<file path="src/rtl/bip_mon_pkg.sv">
package bip_mon_pkg;

    typedef enum logic [1:0] {
        ST_IDLE  = 2'd0,
        ST_FIRST = 2'd1,
        ST_RUN   = 2'd2
    } mon_state_e;

    function automatic logic [3:0] ones8(input logic [7:0] v);
        logic [3:0] n;
        n = 4'd0;
        for (int i = 0; i < 8; i++) begin
            n = n + {3'd0, v[i]};
        end
        return n;
    endfunction

endpackage

</file>
<file path="src/rtl/bip_pos_tracker.sv">
module bip_pos_tracker #(
    parameter int ROWS = 9,
    parameter int COLS = 90,
    localparam int RW = (ROWS > 1) ? $clog2(ROWS) : 1,
    localparam int CW = (COLS > 1) ? $clog2(COLS) : 1
) (
    input  logic          clk,
    input  logic          rst_n,
    input  logic          adv,
    input  logic          sof,
    output logic [RW-1:0] cur_row,
    output logic [CW-1:0] cur_col
);
    localparam logic [RW-1:0] R_LAST = RW'(ROWS - 1);
    localparam logic [CW-1:0] C_LAST = CW'(COLS - 1);

    logic [RW-1:0] row_q;
    logic [CW-1:0] col_q;

    always_comb begin
        cur_row = sof ? '0 : row_q;
        cur_col = sof ? '0 : col_q;
    end

    always_ff @(posedge clk) begin
        if (!rst_n) begin
            row_q <= '0;
            col_q <= '0;
        end else if (adv) begin
            if (cur_col == C_LAST) begin
                col_q <= '0;
                row_q <= (cur_row == R_LAST) ? '0 : cur_row + 1'b1;
            end else begin
                col_q <= cur_col + 1'b1;
                row_q <= cur_row;
            end
        end
    end

endmodule

</file>
<file path="src/rtl/bip_parity_acc.sv">
module bip_parity_acc (
    input  logic       clk,
    input  logic       rst_n,
    input  logic       adv,
    input  logic       sof,
    input  logic       incl,
    input  logic [7:0] din,
    output logic [7:0] acc_q
);
    always_ff @(posedge clk) begin
        if (!rst_n) begin
            acc_q <= '0;
        end else if (adv) begin
            if (sof) begin
                acc_q <= incl ? din : 8'd0;
            end else if (incl) begin
                acc_q <= acc_q ^ din;
            end
        end
    end

endmodule

</file>
<file path="src/rtl/bip_err_counter.sv">
module bip_err_counter #(
    parameter int CNT_W = 16
) (
    input  logic             clk,
    input  logic             rst_n,
    input  logic [3:0]       inc,
    input  logic             snap,
    output logic [CNT_W-1:0] live_q,
    output logic [CNT_W-1:0] snap_q
);
    localparam logic [CNT_W:0] SAT = {1'b0, {CNT_W{1'b1}}};

    logic [CNT_W:0] sum;

    always_comb begin
        sum = {1'b0, live_q} + (CNT_W+1)'(inc);
        if (sum > SAT) begin
            sum = SAT;
        end
    end

    always_ff @(posedge clk) begin
        if (!rst_n) begin
            live_q <= '0;
            snap_q <= '0;
        end else if (snap) begin
            snap_q <= live_q;
            live_q <= CNT_W'(inc);
        end else begin
            live_q <= sum[CNT_W-1:0];
        end
    end

endmodule

</file>
<file path="src/rtl/bip_parity_monitor.sv">
module bip_parity_monitor
    import bip_mon_pkg::*;
#(
    parameter int ROWS     = 9,
    parameter int COLS     = 90,
    parameter int SOH_ROWS = 3,
    parameter int TOH_COLS = 3,
    parameter int B1_ROW   = 1,
    parameter int B2_ROW   = 4,
    parameter int CNT_W    = 16
) (
    input  logic             clk,
    input  logic             rst_n,
    input  logic             mode_stsn,
    input  logic             in_vld,
    input  logic             in_sof,
    input  logic [7:0]       in_byte,
    input  logic             snap_req,
    output logic             snap_done,
    output logic [CNT_W-1:0] snap_b1_errs,
    output logic [CNT_W-1:0] snap_b2_errs,
    output logic [7:0]       b1_calc,
    output logic [7:0]       b2_calc
);
    localparam int RW = (ROWS > 1) ? $clog2(ROWS) : 1;
    localparam int CW = (COLS > 1) ? $clog2(COLS) : 1;
    localparam int NSUM = 2;
    localparam logic [RW-1:0] B1_R  = RW'(B1_ROW);
    localparam logic [RW-1:0] B2_R  = RW'(B2_ROW);
    localparam logic [RW-1:0] SOH_R = RW'(SOH_ROWS);
    localparam logic [CW-1:0] TOH_C = CW'(TOH_COLS);

    mon_state_e st_q, st_d;

    logic          trk;
    logic          sof_trk;
    logic [RW-1:0] cur_row;
    logic [CW-1:0] cur_col;
    logic          in_line_zone;
    logic          at_b1, at_b2;

    logic [7:0]       acc   [NSUM];
    logic             incl  [NSUM];
    logic [3:0]       inc   [NSUM];
    logic [CNT_W-1:0] live  [NSUM];
    logic [CNT_W-1:0] snapv [NSUM];

    logic [7:0] b1_calc_q, b2_calc_q;
    logic       snap_done_q;
    logic [CNT_W-1:0] b1_live, b2_live;
    logic [3:0]       b2_inc;

    // A byte is tracked once framing is known, or when it starts a frame.
    assign trk     = in_vld & (in_sof | (st_q != ST_IDLE));
    assign sof_trk = in_vld & in_sof;

    bip_pos_tracker #(
        .ROWS(ROWS),
        .COLS(COLS)
    ) u_pos (
        .clk    (clk),
        .rst_n  (rst_n),
        .adv    (trk),
        .sof    (sof_trk),
        .cur_row(cur_row),
        .cur_col(cur_col)
    );

    assign in_line_zone = !((cur_row < SOH_R) && (cur_col < TOH_C));
    assign at_b1 = trk & ~in_sof & (cur_row == B1_R) & (cur_col == '0);
    assign at_b2 = trk & ~in_sof & (cur_row == B2_R) & (cur_col == '0);

    assign incl[0] = 1'b1;
    assign incl[1] = in_line_zone;

    // Two parity sums and two error counters share one structure each.
    for (genvar g = 0; g < NSUM; g++) begin : g_sum
        bip_parity_acc u_acc (
            .clk  (clk),
            .rst_n(rst_n),
            .adv  (trk),
            .sof  (sof_trk),
            .incl (incl[g]),
            .din  (in_byte),
            .acc_q(acc[g])
        );

        bip_err_counter #(
            .CNT_W(CNT_W)
        ) u_cnt (
            .clk   (clk),
            .rst_n (rst_n),
            .inc   (inc[g]),
            .snap  (snap_req),
            .live_q(live[g]),
            .snap_q(snapv[g])
        );
    end

    // State register.
    always_ff @(posedge clk) begin
        if (!rst_n) begin
            st_q <= ST_IDLE;
        end else begin
            st_q <= st_d;
        end
    end

    // Next state and per-byte error increments.
    always_comb begin
        st_d   = st_q;
        inc[0] = 4'd0;
        inc[1] = 4'd0;
        unique case (st_q)
            ST_IDLE: begin
                if (sof_trk) begin
                    st_d = ST_FIRST;          // LOCK
                end
            end
            ST_FIRST: begin
                if (at_b1 && mode_stsn) begin
                    inc[0] = ones8(in_byte);
                end
                if (sof_trk) begin
                    st_d = ST_RUN;            // ARM
                end
            end
            ST_RUN: begin
                if (at_b1) begin
                    inc[0] = mode_stsn ? ones8(in_byte)
                                       : ones8(in_byte ^ b1_calc_q);
                end
                if (at_b2) begin
                    inc[1] = ones8(in_byte ^ b2_calc_q);
                end
            end
            default: begin
                st_d = ST_IDLE;
            end
        endcase
    end

    // Frame close: the sums of the finished frame become the recalculated bytes.
    always_ff @(posedge clk) begin
        if (!rst_n) begin
            b1_calc_q   <= '0;
            b2_calc_q   <= '0;
            snap_done_q <= 1'b0;
        end else begin
            snap_done_q <= snap_req;
            if (sof_trk && (st_q != ST_IDLE)) begin
                b1_calc_q <= acc[0];
                b2_calc_q <= acc[1];
            end
        end
    end

    assign b1_live      = live[0];
    assign b2_live      = live[1];
    assign b2_inc       = inc[1];
    assign snap_done    = snap_done_q;
    assign snap_b1_errs = snapv[0];
    assign snap_b2_errs = snapv[1];
    assign b1_calc      = b1_calc_q;
    assign b2_calc      = b2_calc_q;

endmodule

</file>
<file path="config.mk">
export PLATFORM = sky130hd
export DESIGN_NAME = bip_parity_monitor
export DESIGN_NICKNAME = d
export VERILOG_FILES = /design/src/rtl/bip_mon_pkg.sv /design/src/rtl/bip_pos_tracker.sv /design/src/rtl/bip_parity_acc.sv /design/src/rtl/bip_err_counter.sv /design/src/rtl/bip_parity_monitor.sv
export SDC_FILE = /design/constraint.sdc
export NUM_CORES = 1
export LEC_CHECK = 0
export ABC_AREA = 1
export CAP_MARGIN = 10
export CORE_ASPECT_RATIO = 0.75
export CORE_MARGIN = 4
export CORE_UTILIZATION = 55
export DETAILED_ROUTE_END_ITERATION = 12
export GPL_ROUTABILITY_DRIVEN = 1
export HOLD_SLACK_MARGIN = 0.06
export PLACE_DENSITY = 0.73
export SLEW_MARGIN = 15
export SYNTH_ARGS = -nofsm -noshare
export SYNTH_HDL_FRONTEND = slang
export SYNTH_HIERARCHICAL = 1
export SYNTH_SLANG_ARGS = --single-unit
</file>
<file path="constraint.sdc">
create_clock -name clk -period 10 [get_ports clk]
set_input_delay 1 -clock clk [delete_from_list [all_inputs] [get_ports clk]]
set_output_delay 1 -clock clk [all_outputs]
set_load 0.02 [all_outputs]
</file>
# Word level (Yosys, flattened, before mapping)
# Cells that the tools add are included.
op_classes:
  bitwise_logic: 15
  order_cmp: 4
  addsub: 25
  eq_ne: 9
  reduce_logical: 9
  n_mux: 22
ops:
  columns: ["cell", "count"]
  rows:
  - ["adder 4 x 1 -> 4 bit", 12]
  - ["two-way mux 4 bit", 10]
  - ["adder 16 x 4 -> 17 bit", 2]
  - ["> comparator 17 x 16 -> 1 bit (second input constant)", 2]
  - ["two-way mux 16 bit", 2]
  - ["two-way mux 8 bit", 4]
  - ["XOR 8 bit", 4]
  - ["two-way mux 7 bit", 2]
  - ["adder 3 x 1 -> 4 bit", 3]
  - ["adder 2 x 1 -> 3 bit", 3]
  - ["one-hot mux 4 bit (2 select lines)", 1]
  - ["adder 7 x 1 -> 7 bit (second input constant)", 1]
  - ["AND 1 bit", 7]
  - ["equality test 7 bit (second input constant)", 1]
  - ["logical NOT 7 bit", 1]
  - ["< comparator 7 x 2 -> 1 bit (second input constant)", 1]
  - ["adder 1 x 1 -> 2 bit", 3]
  - ["inequality test 2 bit (second input constant)", 3]
  - ["one-hot mux 2 bit (3 select lines)", 1]
  - ["adder 4 x 1 -> 4 bit (second input constant)", 1]
  - ["equality test 4 x 1 -> 1 bit (second input constant)", 1]
  - ["equality test 4 x 3 -> 1 bit (second input constant)", 1]
  - ["equality test 4 bit (second input constant)", 1]
  - ["< comparator 4 x 2 -> 1 bit (second input constant)", 1]
  - ["11 further kinds", 16]
word_totals:
  output_inout_bits: 49
  word_cells: 98
  inputBits: 14
  register_bits: 110

# Longest topological paths before layout
logic_depth:
  depth_word: 15
  depth_mapped: 26
  mapped_depth_nobuf: 25

# Cells and area by module
# The synthesis kept the hierarchy.
by_module_without_submodules:
  columns: ["mod", "seq_area_each_um2", "area_each_um2", "cells_each", "n_inst"]
  rows:
  - ["bip_err_counter", 640.6, 1660.3, 240, 2]
  - ["bip_parity_monitor", 380.4, 1642.8, 228, 1]
  - ["bip_parity_acc", 160.2, 486.7, 76, 2]
  - ["bip_pos_tracker", 220.2, 813.3, 131, 1]

# Worst setup path before layout
# Ideal clock, no wire load.
synth_path:
  path_type: "input -> register"
  startpoint: "input port in_byte[0]"
  endpoint: "register g_sum[0].u_cnt.live_q[6]"
  setup_ns: 0.123
  stages: 23
  required_ns: 9.877
  t_arrival_ns: 5.016
  n_path_buf: 0
  setup_slack_ns: 4.861
  cell_sequence: "xor2_1 -> fa_1 -> fa_1 -> inv_1 -> fa_1 -> inv_1 -> ha_1 -> fa_1 -> inv_1 -> nand2_1 -> nand3_1 -> nand2_1 -> inv_1 -> nor2_1 -> inv_1 -> fa_1 -> inv_1 -> nand2_1 -> nand2_2 -> nand2_1 -> nor2_2 -> xnor2_1 -> a21oi_2"
synth_rtl:
  columns: ["element", "line", "rtl"]
  rows:
  - ["from (decl)", "bip_parity_monitor.sv:17", "input logic [7:0] in_byte,"]
  - ["to (signal assigned)", "bip_err_counter.sv:28", "live_q <= CNT_W'(inc);"]
  - ["to (signal assigned)", "bip_err_counter.sv:30", "live_q <= sum[CNT_W-1:0];"]
  - ["to (decl)", "bip_err_counter.sv:8", "output logic [CNT_W-1:0] live_q,"]

==> impl_metrics.env <==
export IMPL_outcome="complete, no violations"
export IMPL_numCtsBuffers=9
export IMPL_p_leak_nw=3.48
export IMPL_power_mw=1.03
export IMPL_finish_utilization_pct=65.7
export IMPL_avgSynthCellArea_um2=6.81
export IMPL_final_common_cell="nand2_1"
export IMPL_die_h_um=104
export IMPL_max_slew_margin_rel_pct=48.4
export IMPL_hold_viol_final=0
export IMPL_async_reset_ff_share_pct=0
export IMPL_ys_types=38
export IMPL_drv_cap=0
export IMPL_row_count=34
export IMPL_critPathKind="in -> reg"
export IMPL_setup_viol=0
export IMPL_start_kind="primary input"
export IMPL_clk_pin_slew_ns=0.08
export IMPL_grt_pass1_vias=5556
export IMPL_postCtsSetupBuffers=0
export IMPL_drive_gt1_share_pct=8.77
export IMPL_critPathMaxStageDelay_ns=0.64
export IMPL_worstHoldPathCells=2
export IMPL_overflow=0
export IMPL_min_path_type="reg -> reg"
export IMPL_worstHoldEndpoint="u_pos/row_q[3]"
export IMPL_ys_seq_area_share_pct=32.6
export IMPL_place_ws_ns=3.88
export IMPL_vdd_drop_max_mv=0.0866
export IMPL_cp_common_cell="inv_1"
export IMPL_worstPathArrival_ns=6.03
export IMPL_ios=63
export IMPL_crit_slowest_cell="clkdlybuf4s50_1"
export IMPL_drcViolationCount=0
export IMPL_max_slew_worst_pin_slew_ns=0.773
export IMPL_rsz0062_at_grt="false"
export IMPL_cts_root_buf="clkbuf_16"
export IMPL_synth_top_cell_by_area="dfxtp_1"
export IMPL_hpwl_um=11200
export IMPL_nNetsFinal=1094
export IMPL_grt_max_degree=64
export IMPL_fmax_ghz=0.172
export IMPL_ff2ff_setup_slack_ns=5.14
export IMPL_syn_nets=1041
export IMPL_start_util_pct=57.3
export IMPL_synth_cells=991
export IMPL_worstHoldStart="u_pos/row_q[3]"
export IMPL_cts_sinks=110
export IMPL_dr_pass1_iters=5
export IMPL_cts_tree="built"
export IMPL_via_count=6088
export IMPL_antenna_found_initial=0
export IMPL_pwr_density_cell_nw_per_um2=133
export IMPL_drt_first_iter_violations=467
export IMPL_portBuffers=62
export IMPL_antenna_cells=0
export IMPL_report_final_slew_viol_count=0
export IMPL_clockBufferDepth=2
export IMPL_fin_skew_ns=0.00788
export IMPL_grt_total_usage_pct=22.4
export IMPL_synth_seq_cells=110
export IMPL_required_ns=10.23
export IMPL_area_delta_synth_final_pct=14.7
export IMPL_yosysWarnings=6
export IMPL_htreeDepth=3
export IMPL_min_period_ns=5.80
export IMPL_dominantRegCellSynth="dfxtp_1"
export IMPL_dieArea_um2=14100
export IMPL_wire_per_inst_um=12.6
export IMPL_synth_top_area_share_pct=32.6
export IMPL_ant_nets=0
export IMPL_setup_tns_ns=0
export IMPL_place_gp_congestion=0.879
export IMPL_ctsResizeCount=0
export IMPL_synth_edf_count=0
export IMPL_synth_area_leaders="dfxtp_1 33%, nand2_1 15%, nor2_1 7.1%, inv_1 6.2%, a21oi_1 4.4%"
export IMPL_postCtsHoldBufs=0
export IMPL_viasPerCell=5.03
export IMPL_clk_latency_ns=0.35
export IMPL_syn_cell_area_um2=6750
export IMPL_ff2ff_path_depth=24
export IMPL_grt_first_pass_wirelength_um=26400
export IMPL_crit_fanout=7
export IMPL_setup_ws_ns=4.20
export IMPL_die_w_um=136
export IMPL_worst_r2r_startpoint="b1_calc[0]"
export IMPL_timing_rr_end="g_sum[0].u_cnt/live_q[14]"
export IMPL_core_area_um2=11800
export IMPL_period_share_pct=58.0
export IMPL_drt_wl_total_um=15300
export IMPL_final_cell_mix="272 x nand2_1, 128 x nor2_1, 111 x inv_1"
export IMPL_end_kind="flip-flop"
## power breakdown
part | switching, mW | internal, mW | total [mW]
clock network | 0.169 | 0.203 | 0.372
logic | 0.118 | 0.0779 | 0.196
registers | 0.0100 | 0.451 | 0.461
## cell families (layout without fill, tap and decap cells)
group / after synthesis / after routing / share of synthesized area (%)
and+or+nand+nor: 531 / 531 / 35.5
buffers and inverters: 152 / 210 / 9.53
AOI/OAI and AO/OA: 135 / 135 / 10.7
DFF: 110 / 110 / 32.6
adders and majority gates: 36 / 36 / 8.23
xor gates and xnor gates: 26 / 26 / 3.37
other: 1 / 1 / 0.0556
## cell type report
| type | count | area [µm²] |
|---|---|---|
| clock buffers | 10 | 239 |
| well taps | 162 | 203 |
| multi-input cells | 729 | 3910 |
| repair buffers | 64 | 626 |
| clock inverters | 6 | 67.6 |
| inverters | 130 | 498 |
| fillers | 1110 | 4040 |
| flip-flops and latches | 110 | 2200 |
## sequential cells by signal, summed over array words and instances (netlist names), 2 cells and up
name / flops
u_pos/row_q: 4
g_sum.u_cnt/snap_q: 32
g_sum.u_acc/acc_q: 16
b2_calc: 8
st_q: 2
u_pos/col_q: 7
g_sum.u_cnt/live_q: 32
b1_calc: 8
## routing by layer
metal	vias up	track usage (%)	routed length, µm
met5	-	0	0
met1	2726	33.4	8000
li1	3209	-	-
met2	141	34.0	6460
met4	0	4.39	144
met3	12	3.82	677
## synthesized netlist by cell type (2+ instances only)
cell type / instances
a21boi_0: 3
a21oi_1: 60
a21oi_2: 7
and2_1: 2
buf_2: 5
buf_6: 7
clkbuf_1: 9
clkinv_1: 2
dfxtp_1: 110
fa_1: 14
ha_1: 22
inv_1: 111
inv_2: 15
nand2_1: 272
nand2_2: 11
nand2_4: 7
nand3_1: 55
nand3_2: 6
nand3_4: 2
nand3b_1: 20
nand4_1: 3
nor2_1: 128
nor2_2: 12
nor2_4: 8
nor3_1: 2
o211ai_1: 2
o21ai_0: 49
o21ai_1: 12
or2_1: 2
xnor2_1: 13
xor2_1: 13
## worst max path at each step
| stage | endpoint | cells past startpoint | startpoint |
|---|---|---|---|
| floorplan | g_sum[0].u_cnt/live_q[6] | 23 | in_byte[0] |
| global route | g_sum[0].u_cnt/live_q[14] | 26 | in_byte[0] |
| CTS | g_sum[0].u_cnt/live_q[3] | 26 | in_byte[0] |
| detailed placement | g_sum[0].u_cnt/live_q[6] | 24 | in_byte[0] |
| global placement | g_sum[0].u_cnt/live_q[14] | 26 | in_byte[0] |
| finish | g_sum[0].u_cnt/live_q[14] | 25 | in_byte[1] |
## metrics by stage
stage / cells / instance area (µm²) / hold WS, ns
after floorplan: 991 / 6750 / 0.445
after global placement: 1195 / 7430 / 0.456
after detailed placement: 1195 / 7430 / 0.462
after CTS: 1211 / 7740 / 0.472
after global routing: 1211 / 7740 / 0.510
final: 1211 / 7740 / 0.468
## worst max-delay path, delay by kind of cell
family          cells  cell delay [ns]
buf+inv             7             1.01
fa+ha+maj           6             2.75
compound gates      1             0.05
xor+xnor            1             0.22
simple gates       10             1.00
(Power assumes the default switching activity.)
